**config.mk**
```make
export PLATFORM = sky130hd
export DESIGN_NAME = cdt_bank
export DESIGN_NICKNAME = d
export VERILOG_FILES = /design/src/rtl/cdt_pkg.sv /design/src/rtl/cdt_prescale.sv /design/src/rtl/cdt_channel.sv /design/src/rtl/cdt_irq.sv /design/src/rtl/cdt_bank.sv
export SDC_FILE = /design/constraint.sdc
export NUM_CORES = 1
export LEC_CHECK = 0
export BUFFER_PORTS_ARGS = -buffer_cell sky130_fd_sc_hd__buf_4
export CAP_MARGIN = 25
export CELL_PAD_IN_SITES_DETAIL_PLACEMENT = 2
export CELL_PAD_IN_SITES_GLOBAL_PLACEMENT = 2
export CORE_MARGIN = 3
export CORE_UTILIZATION = 36
export DETAILED_ROUTE_END_ITERATION = 8
export PLACE_DENSITY = 0.86
export SLEW_MARGIN = 20
export SYNTH_ARGS = -nofsm -noshare
export SYNTH_HDL_FRONTEND = slang
export SYNTH_SLANG_ARGS = --single-unit
```
**constraint.sdc**
```tcl
create_clock -name clk -period 2.89 [get_ports clk]
set_input_delay 0 -clock clk [delete_from_list [all_inputs] [get_ports clk]]
set_output_delay 0 -clock clk [all_outputs]
set_load 0.005 [all_outputs]
```
**src/rtl/cdt_pkg.sv**
```systemverilog
`timescale 1ns/1ps
// Shared constants and types of the timer bank.
// Assumes byte offsets within a channel slot of 16 bytes.
package cdt_pkg;
    localparam logic [7:0] OFF_IEN   = 8'h00;
    localparam logic [7:0] OFF_PEND  = 8'h04;
    localparam logic [3:0] SUB_CTRL  = 4'h0;
    localparam logic [3:0] SUB_IVAL  = 4'h4;
    localparam logic [3:0] SUB_CUR   = 4'h8;

    localparam int CB_EN     = 0;
    localparam int CB_RELOAD = 1;
    localparam int CB_SRC_LO = 2;
    localparam int CB_PS_LO  = 4;
    localparam int CB_MODE   = 7;

    localparam logic [1:0] SRC_REF  = 2'd1;
    localparam logic [1:0] SRC_FAST = 2'd2;

    typedef struct packed {
        logic       mode;
        logic [2:0] ps;
        logic [1:0] src;
        logic       en;
    } ctrl_t;

    // Packs a stored control word into its readable layout (reload reads 0).
    function automatic logic [7:0] ctrl_word(input ctrl_t c);
        logic [7:0] w;
        w = '0;
        w[CB_EN] = c.en;
        w[CB_SRC_LO +: 2] = c.src;
        w[CB_PS_LO +: 3] = c.ps;
        w[CB_MODE] = c.mode;
        return w;
    endfunction
endpackage

```
**src/rtl/cdt_prescale.sv**
```systemverilog
`timescale 1ns/1ps
// Power-of-two tick divider: emits one step per 2^ps input ticks.
// Assumes tick_in is a one-cycle pulse; clear restarts the count.
module cdt_prescale #(
    parameter int PS_W = 3
) (
    input  logic            clk,
    input  logic            rst_n,
    input  logic            clear,
    input  logic            tick_in,
    input  logic [PS_W-1:0] ps,
    output logic            step
);
    localparam int CNT_W = (1 << PS_W) - 1;

    logic [CNT_W-1:0] cnt;
    logic [CNT_W-1:0] limit;

    // Terminal count of the divider for the current prescale.
    assign limit = ~({CNT_W{1'b1}} << ps);
    assign step  = tick_in && (cnt == limit);

    // Counts selected ticks and wraps at the terminal count.
    always_ff @(posedge clk) begin
        if (!rst_n || clear) begin
            cnt <= '0;
        end else if (tick_in) begin
            cnt <= step ? '0 : cnt + 1'b1;
        end
    end
endmodule

```
**src/rtl/cdt_channel.sv**
```systemverilog
`timescale 1ns/1ps
// One down-counting channel: control, interval and current count.
// Assumes a control write takes priority over a step in the same cycle.
module cdt_channel
    import cdt_pkg::*;
#(
    parameter int DW = 32
) (
    input  logic          clk,
    input  logic          rst_n,
    input  logic          ctrl_wr,
    input  logic          ival_wr,
    input  logic [DW-1:0] wdata,
    input  logic          tick_ref,
    input  logic          tick_fast,
    output ctrl_t         ctrl,
    output logic [DW-1:0] ival,
    output logic [DW-1:0] cur,
    output logic          expire
);
    ctrl_t         ctrl_q;
    logic [DW-1:0] ival_q;
    logic [DW-1:0] cur_q;
    logic          tick_sel;
    logic          step;

    // Picks the tick input named by the source field.
    always_comb begin
        case (ctrl_q.src)
            SRC_REF:  tick_sel = tick_ref;
            SRC_FAST: tick_sel = tick_fast;
            default:  tick_sel = 1'b0;
        endcase
    end

    cdt_prescale #(.PS_W(3)) u_div (
        .clk    (clk),
        .rst_n  (rst_n),
        .clear  (ctrl_wr || !ctrl_q.en),
        .tick_in(tick_sel),
        .ps     (ctrl_q.ps),
        .step   (step)
    );

    assign expire = step && ctrl_q.en && !ctrl_wr && (cur_q == '0);

    // Control word storage; single-shot expiry drops enable.
    always_ff @(posedge clk) begin
        if (!rst_n) begin
            ctrl_q <= '0;
        end else if (ctrl_wr) begin
            ctrl_q.en   <= wdata[CB_EN];
            ctrl_q.src  <= wdata[CB_SRC_LO +: 2];
            ctrl_q.ps   <= wdata[CB_PS_LO +: 3];
            ctrl_q.mode <= wdata[CB_MODE];
        end else if (expire && ctrl_q.mode) begin
            ctrl_q.en <= 1'b0;
        end
    end

    // Interval register storage.
    always_ff @(posedge clk) begin
        if (!rst_n) begin
            ival_q <= '0;
        end else if (ival_wr) begin
            ival_q <= wdata;
        end
    end

    // Current count: reload on request, else step down or reload at zero.
    always_ff @(posedge clk) begin
        if (!rst_n) begin
            cur_q <= '0;
        end else if (ctrl_wr) begin
            if (wdata[CB_RELOAD]) cur_q <= ival_q;
        end else if (ctrl_q.en && step) begin
            if (cur_q != '0)       cur_q <= cur_q - 1'b1;
            else if (!ctrl_q.mode) cur_q <= ival_q;
        end
    end

    assign ctrl = ctrl_q;
    assign ival = ival_q;
    assign cur  = cur_q;
endmodule

```
**src/rtl/cdt_irq.sv**
```systemverilog
`timescale 1ns/1ps
// Shared interrupt enable and write-one-to-clear pending registers.
// Assumes an expiry in the same cycle as a clear wins.
module cdt_irq #(
    parameter int N = 3
) (
    input  logic         clk,
    input  logic         rst_n,
    input  logic         ien_wr,
    input  logic         pend_wr,
    input  logic [N-1:0] wdata,
    input  logic [N-1:0] expire,
    output logic [N-1:0] ien,
    output logic [N-1:0] pend,
    output logic         irq
);
    logic [N-1:0] ien_q;
    logic [N-1:0] pend_q;
    logic [N-1:0] clr;

    assign clr = pend_wr ? wdata : '0;

    // Interrupt enable storage.
    always_ff @(posedge clk) begin
        if (!rst_n)      ien_q <= '0;
        else if (ien_wr) ien_q <= wdata;
    end

    // Pending bits: set by expiry, cleared by writing ones.
    always_ff @(posedge clk) begin
        if (!rst_n) pend_q <= '0;
        else        pend_q <= (pend_q & ~clr) | expire;
    end

    assign ien  = ien_q;
    assign pend = pend_q;
    assign irq  = |(pend_q & ien_q);
endmodule

```
**src/rtl/cdt_bank.sv**
```systemverilog
`timescale 1ns/1ps
// Top of the timer bank: address decode, read mux and channel array.
// Assumes NUM_CH < 2^(AW-4) - 1 so every bank fits in the address space.
module cdt_bank
    import cdt_pkg::*;
#(
    parameter int NUM_CH = 3,
    parameter int DW     = 32,
    parameter int AW     = 8
) (
    input  logic          clk,
    input  logic          rst_n,
    input  logic          bus_wr,
    input  logic [AW-1:0] bus_addr,
    input  logic [DW-1:0] bus_wdata,
    output logic [DW-1:0] bus_rdata,
    input  logic          tick_ref,
    input  logic          tick_fast,
    output logic          irq
);
    localparam int SLOT_W = AW - 4;

    logic [SLOT_W-1:0] slot;
    logic [3:0]        sub;
    ctrl_t             ctrl_a [NUM_CH];
    logic [DW-1:0]     ival_a [NUM_CH];
    logic [DW-1:0]     cur_a  [NUM_CH];
    logic [NUM_CH-1:0] expire_v;
    logic [NUM_CH-1:0] run_v;
    logic [NUM_CH-1:0] mode_v;
    logic [NUM_CH-1:0] ien_v;
    logic [NUM_CH-1:0] pend_v;

    assign slot = bus_addr[AW-1:4];
    assign sub  = bus_addr[3:0];

    for (genvar ch = 0; ch < NUM_CH; ch++) begin : g_ch
        logic hit;
        assign hit = (slot == SLOT_W'(ch + 1));

        cdt_channel #(.DW(DW)) u_ch (
            .clk      (clk),
            .rst_n    (rst_n),
            .ctrl_wr  (bus_wr && hit && (sub == SUB_CTRL)),
            .ival_wr  (bus_wr && hit && (sub == SUB_IVAL)),
            .wdata    (bus_wdata),
            .tick_ref (tick_ref),
            .tick_fast(tick_fast),
            .ctrl     (ctrl_a[ch]),
            .ival     (ival_a[ch]),
            .cur      (cur_a[ch]),
            .expire   (expire_v[ch])
        );

        assign run_v[ch]  = ctrl_a[ch].en;
        assign mode_v[ch] = ctrl_a[ch].mode;
    end

    cdt_irq #(.N(NUM_CH)) u_irq (
        .clk    (clk),
        .rst_n  (rst_n),
        .ien_wr (bus_wr && (bus_addr == AW'(OFF_IEN))),
        .pend_wr(bus_wr && (bus_addr == AW'(OFF_PEND))),
        .wdata  (bus_wdata[NUM_CH-1:0]),
        .expire (expire_v),
        .ien    (ien_v),
        .pend   (pend_v),
        .irq    (irq)
    );

    // Read mux over shared registers and all channel banks.
    always_comb begin
        bus_rdata = '0;
        if (bus_addr == AW'(OFF_IEN))  bus_rdata = DW'(ien_v);
        if (bus_addr == AW'(OFF_PEND)) bus_rdata = DW'(pend_v);
        for (int c = 0; c < NUM_CH; c++) begin
            if (slot == SLOT_W'(c + 1)) begin
                case (sub)
                    SUB_CTRL: bus_rdata = DW'(ctrl_word(ctrl_a[c]));
                    SUB_IVAL: bus_rdata = ival_a[c];
                    SUB_CUR:  bus_rdata = cur_a[c];
                    default:  bus_rdata = '0;
                endcase
            end
        end
    end
endmodule

```
## Word level (Yosys, flattened, before mapping)

Index checks and enable logic that the tools add are counted.

| storage, ports and cells | value |
|---|---|
| word-level logic and storage cells | 153 |
| bits in registers | 240 |

| operators by class | value |
|---|---|
| shifts and indexed selects | 3 |
| muxes and demuxes | 36 |
| eq/ne operators | 21 |
| reductions and logical operators | 57 |
| $add $sub $neg | 6 |
| bitwise logic cells | 7 |

Operator list:

| kind | number |
|---|---|
| 32-bit two-way mux | 19 |
| 32-bit case mux with 3 select lines | 3 |
| 32-bit zero test | 3 |
| 32-bit nonzero test | 3 |
| 32-bit by 1-bit subtractor with 32-bit output (second input constant) | 3 |
| 1-bit logical AND | 26 |
| 7-bit by 1-bit adder with 7-bit output (second input constant) | 3 |
| 7-bit == test | 3 |
| 7-bit two-way mux | 3 |
| 7-bit NOT | 3 |
| 7-bit by 3-bit << shifter with 7-bit output (first input constant) | 3 |
| 2-bit nonzero test | 6 |
| 3-bit by 2-bit != test with 1-bit output (second input constant) | 3 |
| 3-bit AND reduction | 3 |
| 4-bit by 2-bit == test with 1-bit output (second input constant) | 2 |
| 8-bit by 3-bit == test with 1-bit output (second input constant) | 1 |
| 8-bit zero test | 1 |
| 1-bit zero test | 7 |
| 3-bit bitwise AND | 2 |
| 2-bit by 1-bit == test with 1-bit output (second input constant) | 3 |
| 2-bit == test (second input constant) | 3 |
| 1-bit logical OR | 6 |
| 1-bit two-way mux | 6 |
| 3-bit two-way mux | 2 |
| 9 further kinds | 13 |

## Logic depth before layout (Yosys ltp)

Gate-level depths: netlist (run 1).

| depth | value |
|---|---|
| depth in word-level cells | 10 |
| depth in mapped cells | 12 |

## Hierarchy

Synthesis (run 1) repeated with hierarchy kept, for this count alone.

| unflattened totals | value |
|---|---|
| cell total of the unflattened synthesis | 1,825 |
| area total of the unflattened synthesis | 14,672.8 um2 |

By module, submodules not included:

| module | area each (um2) | times used | seq. area each (um2) | cells an instance |
|---|---|---|---|---|
| cdt_channel | 3,611.0 | 3 | 1,421.4 | 431 |
| cdt_bank | 2,208.4 | 1 | 0.0 | 341 |
| cdt_prescale | 467.9 | 3 | 140.1 | 56 |
| cdt_irq | 227.7 | 1 | 120.1 | 23 |

## Worst setup path after synthesis (run 1)

No wires, ideal clock.

| timing path | value |
|---|---|
| path kind | reg2reg |
| start point | register g_ch[0].u_ch.cur_q[12] |
| end point | register g_ch[0].u_ch.cur_q[5] |
| data arrival time | 2.468 ns |
| buffers on the path | 3 |
| stages on the path, launching flop included | 11 |
| library setup time | 0.070 ns |
| setup slack | 0.351 ns |
| path through | dfxtp_1 -> or4_1 -> clkbuf_1 -> nor4_4 -> and3_1 -> buf_4 -> nor2_1 -> clkbuf_1 -> mux2i_1 -> or2_2 -> a21oi_1 |

| on the way | value |
|---|---|
| cells in the longest elaborated chain, start to end | 4 |
| elaborated cells between the ends (all ways) | 6 |
| those cells by class | eq/ne (1); mux (3); reduce/logical (2) |

RTL lines:

| item | RTL line | source |
|---|---|---|
| from (decl) | cdt_channel.sv:23 | `logic [DW-1:0] cur_q;` |
| from (signal assigned) | cdt_channel.sv:75 | `if (wdata[CB_RELOAD]) cur_q <= ival_q;` |
| from (signal assigned) | cdt_channel.sv:77 | `if (cur_q != '0) cur_q <= cur_q - 1'b1;` |
| from (signal assigned) | cdt_channel.sv:78 | `else if (!ctrl_q.mode) cur_q <= ival_q;` |
| 32-bit nonzero test * | cdt_channel.sv:77 |  |
| 32-bit two-way mux | cdt_channel.sv:77 |  |
| 32-bit two-way mux | cdt_channel.sv:76 | `end else if (ctrl_q.en && step) begin` |
| 32-bit two-way mux | cdt_channel.sv:74 | `end else if (ctrl_wr) begin` |

Mark *: on every way between the ends. The rest lies on a longest branch, timed or not. The select of a mux whose other input is x is not followed.
A chain may end at the register's enable or synchronous reset.

## Worst setup path after layout (run 1)

| timing path | value |
|---|---|
| start point | register g_ch[0].u_ch.cur_q[0] |
| end point | register g_ch[0].u_ch.cur_q[2] |

| on the way | value |
|---|---|
| cells in the longest elaborated chain, start to end | 4 |
| elaborated cells between the ends (all ways) | 7 |
| those cells by class | add/sub (1); eq/ne (1); mux (3); reduce/logical (2) |

RTL lines:

| item | RTL line |
|---|---|
| 32-bit by 1-bit subtractor with 32-bit output or 32-bit nonzero test (tied branches) | cdt_channel.sv:77 |
| 32-bit two-way mux | cdt_channel.sv:77 |
| 32-bit two-way mux | cdt_channel.sv:76 |
| 32-bit two-way mux | cdt_channel.sv:74 |

Several ways; a longest one is shown, not always the timed one. The select of a mux whose other input is x is not followed.

==> results of run 1 <==
flip-flops by register name (all words and copies together) (netlist names):
register             count
u_irq.pend               3
g_ch.u_ch.ival          96
g_ch.u_ch.cur           96
g_ch.u_ch.u_div.cnt     21
g_ch.u_ch.ctrl          21
u_irq.ien                3
per-layer routing:
layer  up-vias  share of wire (%)
met5         -                  0
met4         0                5.4
met3       185                4.9
met2       559                 49
met1      8022                 41
li1       6933                  -
worst min-delay path by stage:
stage,end
3_3_place_gp,g_ch[1].u_ch.ival[20]
2_1_floorplan,g_ch[0].u_ch.ival[7]
6_report,g_ch[1].u_ch.ctrl[2]
4_1_cts,g_ch[1].u_ch.ctrl[2]
5_1_grt,g_ch[1].u_ch.ctrl[2]
3_5_place_dp,g_ch[0].u_ch.ival[15]
critical path: cells and delay by family, from the launching register on:
kind / cells / cell delay (ns)
AND/OR/NAND/NOR: 3 / 1.08
AO/OA/AOI/OAI: 4 / 0.66
buffers and inverters: 3 / 0.49
flip-flops: 1 / 0.36
adder cells (fa/ha/maj): 1 / 0.21
logic make-up (layout without fill, tap and decap cells):
family	Yosys count	after routing	synth area share [%]
and+or+nand+nor	768	768	26.13
buffers and inverters	176	267	5.306
muxes	13	13	0.9897
xor gates and xnor gates	19	19	1.219
adders and majority gates	15	15	1.375
DFF	240	240	35.19
AOI/OAI and AO/OA	637	637	29.79
synthesized netlist by cell type, drive strengths merged (5+ instances only):
cell,instances
nand2,361
a21oi,285
dfxtp,240
nor2,137
clkbuf,122
o21ai,77
nor3,63
a22oi,62
nand3,49
a221oi,32
buf,31
o22a,27
nor4,24
a21o,23
inv,23
o211ai,22
or3,21
nand4,17
o32ai,16
or2,16
and2,15
ha,15
o31ai,14
xor2,14
nand3b,13
a222oi,12
or4,11
a31oi,9
mux2i,9
o21a,9
nand2b,8
nor4b,7
o22ai,7
and3,6
nor2b,6
xnor2,5
timing repair:
item | in CTS | in global routing
hold buffers | 35 | 0
gates resized for setup | 6 | 13
pin swaps | 1 | 3
gates cloned | 0 | 2
endpoints found under the setup margin | 34 | 49
buffers inserted | 0 | 3
hold endpoints to repair | 144 | 0
power by group through the flow:
stage / Combinational [W] / Clock (W) / Sequential, W
floorplan: 0.000132 / 0 / 0.00338
global placement: 0.000323 / 0 / 0.00339
detailed placement: 0.000330 / 0 / 0.00339
CTS: 0.000371 / 0.00412 / 0.00331
global route: 0.000399 / 0.00428 / 0.00331
finish: 0.000385 / 0.00410 / 0.00331
metrics by stage:
step / instances / setup slack [ns] / hold WS [ns] / power, W / TNS, ns
finish: 2463 / -0.001638 / 0.05917 / 0.007798 / -0.001638
global route: 2463 / -0.08752 / 0.06154 / 0.007989 / -0.2566
CTS: 2458 / 0.01773 / 0.01917 / 0.007806 / 0
detailed placement: 2371 / -0.1876 / 0.2955 / 0.003716 / -2.042
global placement: 2371 / 0.02817 / 0.2886 / 0.003709 / 0
floorplan: 1868 / 0.3515 / 0.1360 / 0.003517 / 0
final cells by class:
cell class	instances	area (um^2)	area share, %
inverter	23	91.34	0.5533
clock buffer	41	890.9	5.397
clock inverter	11	158.9	0.9626
multi-input combinational	1452	8235	49.89
sequential	240	4805	29.11
timing repair buffer	192	1695	10.27
tap	504	630.6	3.820
==> results.yml, run 1 <==
die:
  core_area_mm2: 0.03696
  die_w_um: 200.7
  area_of_the_die_mm2: 0.04030
  std_cell_rows: 70
  io_pins: 78
  initial_core_util_pct: 36.94
  die_height_um: 200.7
final_layout:
  mostFrequentLayoutCells: "361 x nand2_1, 284 x a21oi_1, 240 x dfxtp_1"
  layout.cell_area.non_filler_mm2: 0.01651
  most_common_cell_after_layout_fill_and_taps_aside: "nand2_1"
  fillers: 4164
  n_antenna_cell: 0
  nets: 1998
  layout.core_utilization_pct: 44.66
  synthToLayoutAreaGrowth_pct: 20.90
  post_route_cells_drive_above_1_share_pct: 13.88
setup_path:
  worst-r2r-cell-count: 11
  criticalPathCategory: "reg2reg"
  reg2reg_to: "g_ch[0].u_ch.cur[2]"
  startpoint: "g_ch[0].u_ch.cur[0]"
  arrival_ns: 3.39
  timing.critical_path.mode_cell: "a21oi_1"
  worst_stage_delay_on_the_critical_path_ns: 0.65
  startpoint_type: "flop"
  regToRegStartpoint: "g_ch[0].u_ch.cur[0]"
  crit_chain: "inv_2 -> ha_1 -> or4b_2 -> nor3_4 -> and3_4 -> a21oi_1 -> a21oi_2 -> buf_4 -> clkbuf_16 -> o21ai_0 -> a21oi_1"
  setup.worst_path.end_class: "flop"
  cp-endpoint: "g_ch[0].u_ch.cur[2]"
  critPathMaxFanout: 21
  r2r_setup_slack_ns: -0.002
  required_ns: 3.38
  slowest_stage: "or4b_2"
global_route:
  groute.usage.overall_pct: 31.89
  gr-usage-met3_pct: 4.038
  grt_start_max_net_pins: 77
  grt_antenna_before_repair: 0
  grt.met2_usage_pct: 55.56
  wire_length_of_the_first_global_routing_pass_mm: 103.0
  gr-usage-met1_pct: 39.19
  gr-max-usage-layer: "met2"
  grt_overflow: 0
  vias_in_the_first_global_route: 16950
place:
  numPortBuffers: 77
  detailed_place.area_mm2: 0.01495
  place.gp.congestion: 0.8849
  detailed_place_hpwl_mm: 43.31
worst_hold_path:
  worstHoldPathCells: 5
  worst_hold_path_type: "in2reg"
  holdCritStartpoint: "bus_wr"
job:
  timing.max_cap.violations: 0
route:
  vias: 15700
  route.detailed.drc: 0
  wire_per_inst_um: 27.41
  initialDrtViolationCount: 1326
  detailedRoute.firstPassIterationCount: 8
  vias_per_cell: 6.374
  route.antenna.remaining_nets: 0
  wirelength_mm: 67.52
sta:
  timing.max_slew.rel_slack_pct: 28.76
  final.setup.worst_slack_ns: -0.001638
  final_hold_viol_count: 0
  timing.clock.skew_ns: 0.01771
  tightestPinTransition_ns: 1.065
  maxClockFrequency_ghz: 0.3458
  finalCriticalPeriod_ns: 2.892
  slew_viol_final: 0
  post-route-period-util_pct: 100.1
  setup_viol_count_final: 1
clock_tree:
  clock_tree.root_cell: "clkbuf_16"
  clock_tree_from_tritoncts: "done"
  cts.reportedPaths.clkPinSlew_ns: 0.07
  cts_num_sinks: 240
  cts-htree-levels: 1
  worstSkewPairLatency_ns: 0.58
  numCtsBuffers: 29
  max-clock-path-buffers: 3
yosys:
  synth.yosys.seq_area_share_pct: 35.19
  post_synth_main_area_contributors: "dfxtp_1 35%, a21oi_1 10%, nand2_1 9.9%"
  netlist_instances: 1868
  synth-warning-count: 0
  yosys_most_used_dff: "dfxtp_1"
  synth-async-reset-ratio_pct: 0
  post_synth_net_total: 1928
  synth_largest_type_area_fraction_pct: 35.19
  synthesis.area_mm2: 0.01365
  ys_seq_elements: 240
  synth_top_area_cell: "dfxtp_1"
  synth_edf_count: 0
  synth_area_per_cell_um2: 7.309
  yosys.cell_types.count: 74
power:
  switching_share_of_power_pct: 24.11
  seq_power_share_pct: 42.5
  p_int_w: 0.005918
  pwr_density_cell_mw_per_mm2: 472.4
  power.combinational.fraction_pct: 4.9
  clock_power_share_pct: 52.6
  p_leak_nw: 5.569
  switching_power_w: 0.001880
  ir_worst_vdd_v: 0.0004339
outcome:
  violations: "negative setup slack"
  run_status: "finished, violations left"
Power figures use the tool's default switching activity.
==> run 2, diff against run 1 <==
Settings changed: CORE_MARGIN 3 to 5, CORE_UTILIZATION 36 to 37, CTS_BUF_LIST set to sky130_fd_sc_hd__clkbuf_2, PLACE_DENSITY 0.86 to 0.88, SKIP_CTS_REPAIR_TIMING set to 1.
==> run 2 against run 1 <==
The run still ends with negative setup slack left; wire length increased by 17%; critical path depth shrank 3; cell area rose by 0.46%; total power fell by 16%; via count increased by 8.3%; sequential power is essentially flat; combinational power grew 17%; non-clock buffer count increased by 54; largest power group is now sequential cells; highest routed layer unchanged.
==> results.yml, run 2 (synthesis results as in run 1) <==
power:
  clock_power_share_pct: 42.8
  p_leak_nw: 5.749
  switching_share_of_power_pct: 32.84
  seq_power_share_pct: 50.4
  pwr_density_cell_mw_per_mm2: 396.4
  power.combinational.fraction_pct: 6.8
  switching_power_w: 0.002159
  ir_worst_vdd_v: 0.0002338
  power.total_w: 0.006574
  p_int_w: 0.004415
worst_hold_path:
  worstHoldPathCells: 5
  worst_hold_path_type: "in2reg"
final_layout:
  regArea_mm2: 0.004805
  post_route_cells_drive_above_1_share_pct: 15.78
  nets: 2095
  most_common_cell_after_layout_fill_and_taps_aside: "nand2_1"
  mostFrequentLayoutCells: "361 x nand2_1, 283 x a21oi_1, 240 x dfxtp_1"
  fillers: 4114
  combined_area_of_the_multi_input_logic_cells_mm2: 0.008258
  layout.core_utilization_pct: 45.41
  synthToLayoutAreaGrowth_pct: 21.46
setup_path:
  cp_num_cells: 8
  crit_buf_inv: 1
  required_ns: 3.72
  criticalPathCategory: "reg2reg"
  crit_chain: "or4_4 -> or3_1 -> nor4_4 -> and2_1 -> o31a_1 -> buf_6 -> a21oi_1 -> o21ai_0"
  reg2reg_to: "g_ch[1].u_ch.cur[8]"
  slowest_stage: "or4_4"
  setup.worst_path.end_class: "flop"
  r2r_setup_slack_ns: -0.06
  arrival_ns: 3.78
  critPathMaxFanout: 18
  regToRegStartpoint: "g_ch[1].u_ch.cur[15]"
  worst-r2r-cell-count: 8
  cp-endpoint: "g_ch[1].u_ch.cur[8]"
  worst_stage_delay_on_the_critical_path_ns: 0.60
  startpoint_type: "flop"
  startpoint: "g_ch[1].u_ch.cur[15]"
  path_delay_family: "simple AND/OR/NAND/NOR gates"
sta:
  timing.clock.skew_ns: 0.1062
  post-route-period-util_pct: 102.2
  finalCriticalPeriod_ns: 2.952
  slew_viol_final: 0
  maxClockFrequency_ghz: 0.3387
  final_hold_viol_count: 0
  setup_viol_count_final: 8
  timing.max_slew.rel_slack_pct: 31.18
  tightestPinTransition_ns: 1.028
  final.setup.worst_slack_ns: -0.06244
  fin_tns_setup_ns: -0.2133
route:
  detailedRoute.firstPassIterationCount: 8
  wirelength_mm: 78.85
  route.detailed.drc: 0
  vias: 17000
  route.antenna.remaining_nets: 0
  initialDrtViolationCount: 1747
  vias_per_cell: 6.669
  wire_per_inst_um: 30.93
place:
  numPortBuffers: 77
  place.gp.congestion: 0.8829
  place_worst_setup_slack_ns: -0.1055
  detailed_place_hpwl_mm: 43.67
outcome:
  violations: "negative setup slack"
  run_status: "finished, violations left"
die:
  core_area_mm2: 0.03652
  std_cell_rows: 70
  initial_core_util_pct: 37.38
  die_w_um: 202.1
  io_pins: 78
  area_of_the_die_mm2: 0.04084
  die_height_um: 202.1
clock_tree:
  max-clock-path-buffers: 3
  clock_tree_from_tritoncts: "done"
  worstSkewPairLatency_ns: 1.04
  cts-htree-levels: 3
  clock_tree.root_cell: "clkbuf_2"
  numCtsBuffers: 72
  cts.reportedPaths.clkPinSlew_ns: 0.18
  cts_num_sinks: 240
global_route:
  groute.usage.overall_pct: 30.41
  wire_length_of_the_first_global_routing_pass_mm: 100.0
  grt_start_max_net_pins: 92
  grt_overflow: 0
  grt_antenna_before_repair: 2
  vias_in_the_first_global_route: 17490
job:
  timing.max_cap.violations: 0
[run 2: layout make-up]
| class | instances | share of cell area [%] |
|---|---|---|
| clock inverters | 13 | 0.3093 |
| inverters | 23 | 0.5508 |
| well taps | 468 | 3.531 |
| multi-input cells | 1452 | 49.80 |
| repair buffers | 246 | 13.66 |
| clock buffers | 104 | 3.139 |
| diodes | 3 | 0.04527 |
| flip-flops and latches | 240 | 28.97 |
[run 2: how the worst min path moves through the flow]
stage | from | to | slack [ns]
global route | bus_wdata[1] | u_irq.pend[1] | -0.04
finish | bus_wdata[1] | u_irq.pend[1] | 0.04
CTS | bus_wdata[27] | g_ch[2].u_ch.ival[27] | -0.77
floorplan | bus_wdata[7] | g_ch[0].u_ch.ival[7] | 0.14
global placement | bus_wdata[19] | g_ch[1].u_ch.ival[19] | 0.28
detailed placement | bus_wdata[19] | g_ch[0].u_ch.ival[19] | 0.29
[run 2: tightest hold or removal path, stage by stage]
cell and delay, ns:
dlygate4sd3_1 0.54, buf_4 0.17, nand2_1 0.06, a22oi_1 0.09, nor2_1 0.13
[run 2: layer usage]
metal	track usage, %	vias to the layer above	share of wire (%)	wire length [um]
met1	36.44	8460	36	28620
met2	51.35	1006	49	38560
met4	18.62	0	8.0	6308
met3	4.621	369	6.8	5365
met5	0	-	0	0
li1	-	7164	-	-
[run 2: through the flow]
stage                     area [um^2]  hold WS [ns]  instances
after floorplan                 13650        0.1360       1868
after detailed placement        14860        0.2926       2331
after global routing            16580      -0.04172       2549
final                           16580       0.03866       2549
after global placement          14860        0.2797       2331
after CTS                       15440       -0.7665       2448
[run 2: power by group through the flow]
| stage | clock (W) | combinational [W] | sequential (W) |
|---|---|---|---|
| final | 0.00281 | 0.000450 | 0.00331 |
| after global routing | 0.00299 | 0.000459 | 0.00331 |
| after CTS | 0.00265 | 0.000330 | 0.00331 |
| after detailed placement | 0 | 0.000327 | 0.00339 |
| after global placement | 0 | 0.000320 | 0.00339 |
| after floorplan | 0 | 0.000132 | 0.00338 |
